### src/rtl/padcfg_cell.sv
module padcfg_cell #(
  parameter int WIDTH = 13,
  parameter bit BIDIR = 1'b1
) (
  input  logic             clk,
  input  logic             rst_n,
  input  logic             sclk,
  input  logic             sload_n,
  input  logic             sdi,
  output logic             sdo,
  output logic [WIDTH-1:0] cfg,
  output logic             oe_n,
  output logic             in_dis
);
  localparam logic [WIDTH-1:0] DEFAULT = BIDIR ? WIDTH'(13'h1803) : WIDTH'(13'h0403);
  localparam int OE_BIT  = 1;
  localparam int DIS_BIT = 3;

  logic [WIDTH-1:0] sh;
  logic sclk_q, sload_q;

  wire rise    = sclk && !sclk_q;
  wire do_load = sload_q && !sload_n && sclk;
  wire do_def  = !sload_n && !sclk;

  always_ff @(posedge clk) begin
    if (!rst_n) begin
      sclk_q  <= 1'b0;
      sload_q <= 1'b0;
      sh      <= '0;
      cfg     <= DEFAULT;
    end else begin
      sclk_q  <= sclk;
      sload_q <= sload_n;
      if (do_def) begin
        sh  <= '0;
        cfg <= DEFAULT;
      end else begin
        if (rise && sload_n) sh <= {sh[WIDTH-2:0], sdi};
        if (do_load) cfg <= sh;
      end
    end
  end

  assign sdo    = sh[WIDTH-1];
  assign oe_n   = cfg[OE_BIT];
  assign in_dis = cfg[DIS_BIT];

  assert_shift_R2: assert property (@(posedge clk) disable iff (!rst_n)
    (sclk && !sclk_q && sload_n) |=> (sh[0] == $past(sdi)));
  assert_load_R4: assert property (@(posedge clk) disable iff (!rst_n)
    (sload_q && !sload_n && sclk) |=> (cfg == $past(sh)));
  assert_default_R5: assert property (@(posedge clk) disable iff (!rst_n)
    (!sload_n && !sclk) |=> (cfg == DEFAULT && sdo == 1'b0));
  assert_hold_R6: assert property (@(posedge clk) disable iff (!rst_n)
    sload_n |=> $stable(cfg));
endmodule

### config.mk
export PLATFORM = sky130hd
export DESIGN_NAME = padcfg_cell
export DESIGN_NICKNAME = d
export VERILOG_FILES = /design/src/rtl/padcfg_cell.sv
export SDC_FILE = /design/constraint.sdc
export NUM_CORES = 1
export LEC_CHECK = 0
export ABC_AREA = 1
export BUFFER_PORTS_ARGS = -buffer_cell sky130_fd_sc_hd__clkbuf_2
export CAP_MARGIN = 20
export CORE_ASPECT_RATIO = 1.25
export CORE_MARGIN = 1
export CORE_UTILIZATION = 40
export CTS_BUF_LIST = sky130_fd_sc_hd__clkbuf_8
export DETAILED_ROUTE_END_ITERATION = 6
export GPL_TIMING_DRIVEN = 1
export PLACE_DENSITY = 0.7
export SLEW_MARGIN = 10
export SYNTH_ARGS = -nofsm -noshare
export SYNTH_HDL_FRONTEND = slang
export SYNTH_SLANG_ARGS = --single-unit
export TNS_END_PERCENT = 10
### constraint.sdc
create_clock -name clk -period 1.2 [get_ports clk]
set_input_delay 0.18 -clock clk [delete_from_list [all_inputs] [get_ports clk]]
set_output_delay 0.18 -clock clk [all_outputs]
set_load 0.01 [all_outputs]
==> flow_summary.toml, run 1 <==
[outcome]
outcome = "completed"

[cts]
clkLatencyLatePin_ps = 270
cts.sinks = 28
cts_made_buffers = 3
ctsResizeCount = 0
cts_hold_buf = 0
cts_tree = "yes"
cts_post_setup_buffers_inserted = 0
cts.htree.levels = 1
cts_root_buf = "clkbuf_8"
clock_path_buffers = 2
cts.clk_slew.worst_paths_ps = 90

[finish]
nNetsFinal = 194
final_common_cell = "nand2_1"
final_layout_size_suffix_gt1_share_pct = 15.4
final_cell_mix = "nand2_1 (55), nor2_1 (45), dfxtp_1 (28)"
antenna_cells = 0
fillers = 295
final_core_util_pct = 49.7
syn_to_final_growth_pct = 18.5

[die]
pin_count = 21
dieWidth_um = 49.4
core_um2 = 2680
rows = 21
die_area_um2 = 3030
initial_core_util_pct = 42.0
die_h_um = 61.3

[yosys]
syn_avg_cell_area_um2 = 6.66
syn_inst = 169
ys_top_cells_by_area = "dfxtp_1 (50%), nand2_1 (18%), nor2_1 (15%), inv_1 (8.7%), buf_4 (2.7%)"
yosysSeqAreaShare_pct = 49.8
netlist_area_um2 = 1120
yosys.area.top_type = "dfxtp_1"
synth_warnings = 0
syn_nets = 174
synth_top_area_share_pct = 49.8
ys_seq_elements = 28
yosysUniqueCellTypes = 9

[timing]
grt_setup_unrepaired = "false"
final_hold_viol_count = 0
tightest_slew_ps = 250
maxSlewViolCount = 0
slew_headroom_pct = 83.3
setup_viol = 0
skew_ps = 1.49
min_period_ps = 958
holdWs_ps = 133
final.period_utilization_pct = 79.8
max_freq_mhz = 1040
final.setup.tns_ps = 0

[detailed_routing]
drc_errors = 0
first_pass_iters = 4
final_antenna_net_count = 0
vias_per_cell = 4.22
vias = 936
drtIter0Drc = 12
routed_wl_mm = 1.87
post_drt_wl_per_cell_um = 8.43

[power_and_ir_drop]
p_leak_nw = 0.777
p_per_area_nw_per_um2 = 1320
ir_drop_mv = 0.638
power_mw = 1.76

[critical_path]
worstPathRequired_ps = 1020
endpoint_kind = "primary output"
path_max_fanout = 3
worst_path_dominant_cell_family = "flip-flops"
crit_path_start_kind = "register"
cp_cell_sequence = "clkbuf_2"
path_depth = 1
worst-path-buf-inv = 1
slowest_delay_ps = 370
r2r_cells = 5
slowest_stage = "dfxtp_1"
crit_type = "reg2out"
arrival_ps = 780

[global_routing]
grt_overflow = 0
grt_pass1_wl_mm = 2.99
antenna_found_initial = 0
track_usage_pct = 13.2
first_global_vias = 725
grt_max_degree = 27

[placement]
dp_hpwl_mm = 1.25
io_buffers = 20
gp_congestion = 0.720

[worst_hold_path]
whs_path_depth = 3
hold_path_class = "in2reg"

[run]
drv_cap = 0
-- final cells by class --
cell class,count,area [um^2],share of cell area [%]
clock buffers,4,55.1,4.13
inverters,26,97.6,7.32
multi-input cells,107,417,31.3
flip-flops and latches,28,561,42.1
well taps,34,42.5,3.19
repair buffers,23,160,12.0
-- cell usage after synthesis --
cell type / number
nand3_2: 1
nand2_2: 1
buf_4: 4
nand3_1: 5
inv_1: 26
dfxtp_1: 28
buf_2: 4
nand2_1: 55
nor2_1: 45
-- cell families after synthesis --
kind of cell           Yosys count  synth area share, %
buffers and inverters           34                 13.1
AND/OR/NAND/NOR                107                 37.0
flip-flops                      28                 49.8
-- metrics by stage --
stage | cell area, um^2 | worst slack, ps | cells
2_1_floorplan | 1120 | 341 | 169
3_3_place_gp | 1280 | 326 | 218
3_5_place_dp | 1280 | 314 | 218
4_1_cts | 1330 | 214 | 222
5_1_grt | 1330 | 188 | 222
6_report | 1330 | 242 | 222
-- final timing paths --
path                              start  slack [ps]  endpoint
worst max-delay path             cfg[3]         240    cfg[3]
worst min register to register  cfg[11]         480   cfg[11]
worst max register to register   sclk_q         320     sh[7]
worst min-delay path                sdi         130     sh[0]
-- where the power goes --
part	internal, mW	leakage (nW)	switching (mW)
clock	0.293	0.0288	0.275
sequential	0.974	0.229	0.0285
combinational	0.0778	0.519	0.111
-- metal layers --
metal	global-route usage [%]	share of wire, %
met5	0	0
met4	8.57	1.9
met3	2.22	1.9
met2	22.9	49
met1	15.4	47
-- flip-flops by register name, indices dropped and copies added (netlist names) --
register,flops
sclk_q,1
sh,13
sload_q,1
cfg,13
Power figures use the tool's default switching activity.
==> inputs of run 2 (changes only) <==
==> constraint.sdc (replaced) <==
create_clock -name clk -period 0.9 [get_ports clk]
set_input_delay 0.135 -clock clk [delete_from_list [all_inputs] [get_ports clk]]
set_output_delay 0.135 -clock clk [all_outputs]
set_load 0.01 [all_outputs]
==> flow_summary.toml, run 2 (synthesis gave the netlist of run 1 again) <==
[timing]
grt_setup_unrepaired = "true"
tightest_slew_ps = 165
maxSlewViolCount = 0
setup_viol = 0
holdWs_ps = 86.6
skew_ps = 4.90
final.period_utilization_pct = 98.0
final_hold_viol_count = 0
min_period_ps = 882
slew_headroom_pct = 89.0
max_freq_mhz = 1130

[cts]
cts.htree.levels = 1
cts_post_setup_buffers_inserted = 0
cts.clk_slew.worst_paths_ps = 90
cts.sinks = 28
cts_root_buf = "clkbuf_8"
cts_made_buffers = 3
clock_path_buffers = 2
cts_tree = "yes"
clkLatencyLatePin_ps = 270

[run]
drv_cap = 0

[finish]
final_area_um2 = 1430
final_cell_mix = "nand2_1 (53), nor2_1 (41), inv_1 (26)"
nNetsFinal = 196
final_cells = 224
syn_to_final_growth_pct = 27.3
reg_top3 = "cfg (13), sh (13)"
final_core_util_pct = 53.4
fillers = 274
final_layout_size_suffix_gt1_share_pct = 26.8
antenna_cells = 0
final_common_cell = "nand2_1"

[critical_path]
worstPathRequired_ps = 760
path_max_fanout = 2
regToRegSetupSlack_ps = 50
crit_path_start_kind = "register"
worst_path_dominant_cell_family = "flip-flops"
slowest_delay_ps = 340
endpoint_kind = "primary output"
slowest_stage = "dfxtp_1"
cp_cell_sequence = "clkbuf_2"
arrival_ps = 750
crit_type = "reg2out"
worst-path-buf-inv = 1

[worst_hold_path]
hold_path_class = "in2reg"

[placement]
dp.cells = 220
io_buffers = 20
dp_hpwl_mm = 1.26
placed_area_um2 = 1310
gp_congestion = 0.697

[power_and_ir_drop]
power_mw = 2.59
p_leak_nw = 0.806
p_per_area_nw_per_um2 = 1810
ir_drop_mv = 1.21

[global_routing]
antenna_found_initial = 0
grt_pass1_wl_mm = 3.02
track_usage_pct = 13.0
grt_max_degree = 27
first_global_vias = 774
grt_overflow = 0

[detailed_routing]
drtIter0Drc = 22
final_antenna_net_count = 0
routed_wl_mm = 1.84
vias = 948
vias_per_cell = 4.23
drc_errors = 0
first_pass_iters = 4
post_drt_wl_per_cell_um = 8.23

[die]
core_um2 = 2680
initial_core_util_pct = 42.0
die_area_um2 = 3030
pin_count = 21
die_h_um = 61.3
rows = 21
dieWidth_um = 49.4

[outcome]
outcome = "completed"
## run 2: changes by cell type in the layout (fill, tap and decap cells not counted), moves of 4 or more
cell	before	now
clkbuf_2	20	14
dfxtp_1	28	15
dfxtp_2	0	13
nor2_1	45	41
nor2_2	0	4
## run 2: per-layer routing
layer  routed length, um  vias to the layer above  track usage [%]
li1                    -                      522                -
met2                 890                       13             25.4
met5                   0                        -                0
met4                  28                        0             6.12
met3                  48                        4             2.22
met1                 876                      409             13.6
## run 2: layout make-up
cell class / instances / area (um^2) / share of cell area (%)
flip-flops and latches: 28 / 577 / 40.3
multi-input cells: 107 / 437 / 30.5
repair buffers: 25 / 206 / 14.4
inverters: 26 / 97.6 / 6.82
well taps: 34 / 42.5 / 2.97
clock buffers: 3 / 41.3 / 2.88
clock inverters: 1 / 30.0 / 2.10
## run 2: metrics by stage
| stage | setup slack [ps] | setup TNS (ps) |
|---|---|---|
| floorplan | 40.9 | 0 |
| global placement | 24.9 | 0 |
| detailed placement | -4.73 | -4.73 |
| CTS | 0.967 | 0 |
| global route | -26.8 | -155 |
| finish | 18.0 | 0 |
## run 2: worst paths after layout
check,startpoint,endpoint,cells after the start
setup / recovery,cfg[10],cfg[10],1
hold / removal,sdi,sh[0],3
setup reg to reg,sclk_q,sh[12],5
hold reg to reg,cfg[11],cfg[11],2
## run 2: timing repair
| action | CTS | global route |
|---|---|---|
| resized for setup | 4 | 25 |
| pin swaps | 0 | 0 |
| setup endpoints to repair | 7 | 28 |
| hold buffers | 0 | 0 |
## run 2: power breakdown
group          switching, mW  internal [mW]  total [mW]
Clock                  0.374          0.595       0.969
Combinational          0.156          0.126       0.281
Sequential            0.0401           1.30        1.34
Total                  0.570           2.02        2.59
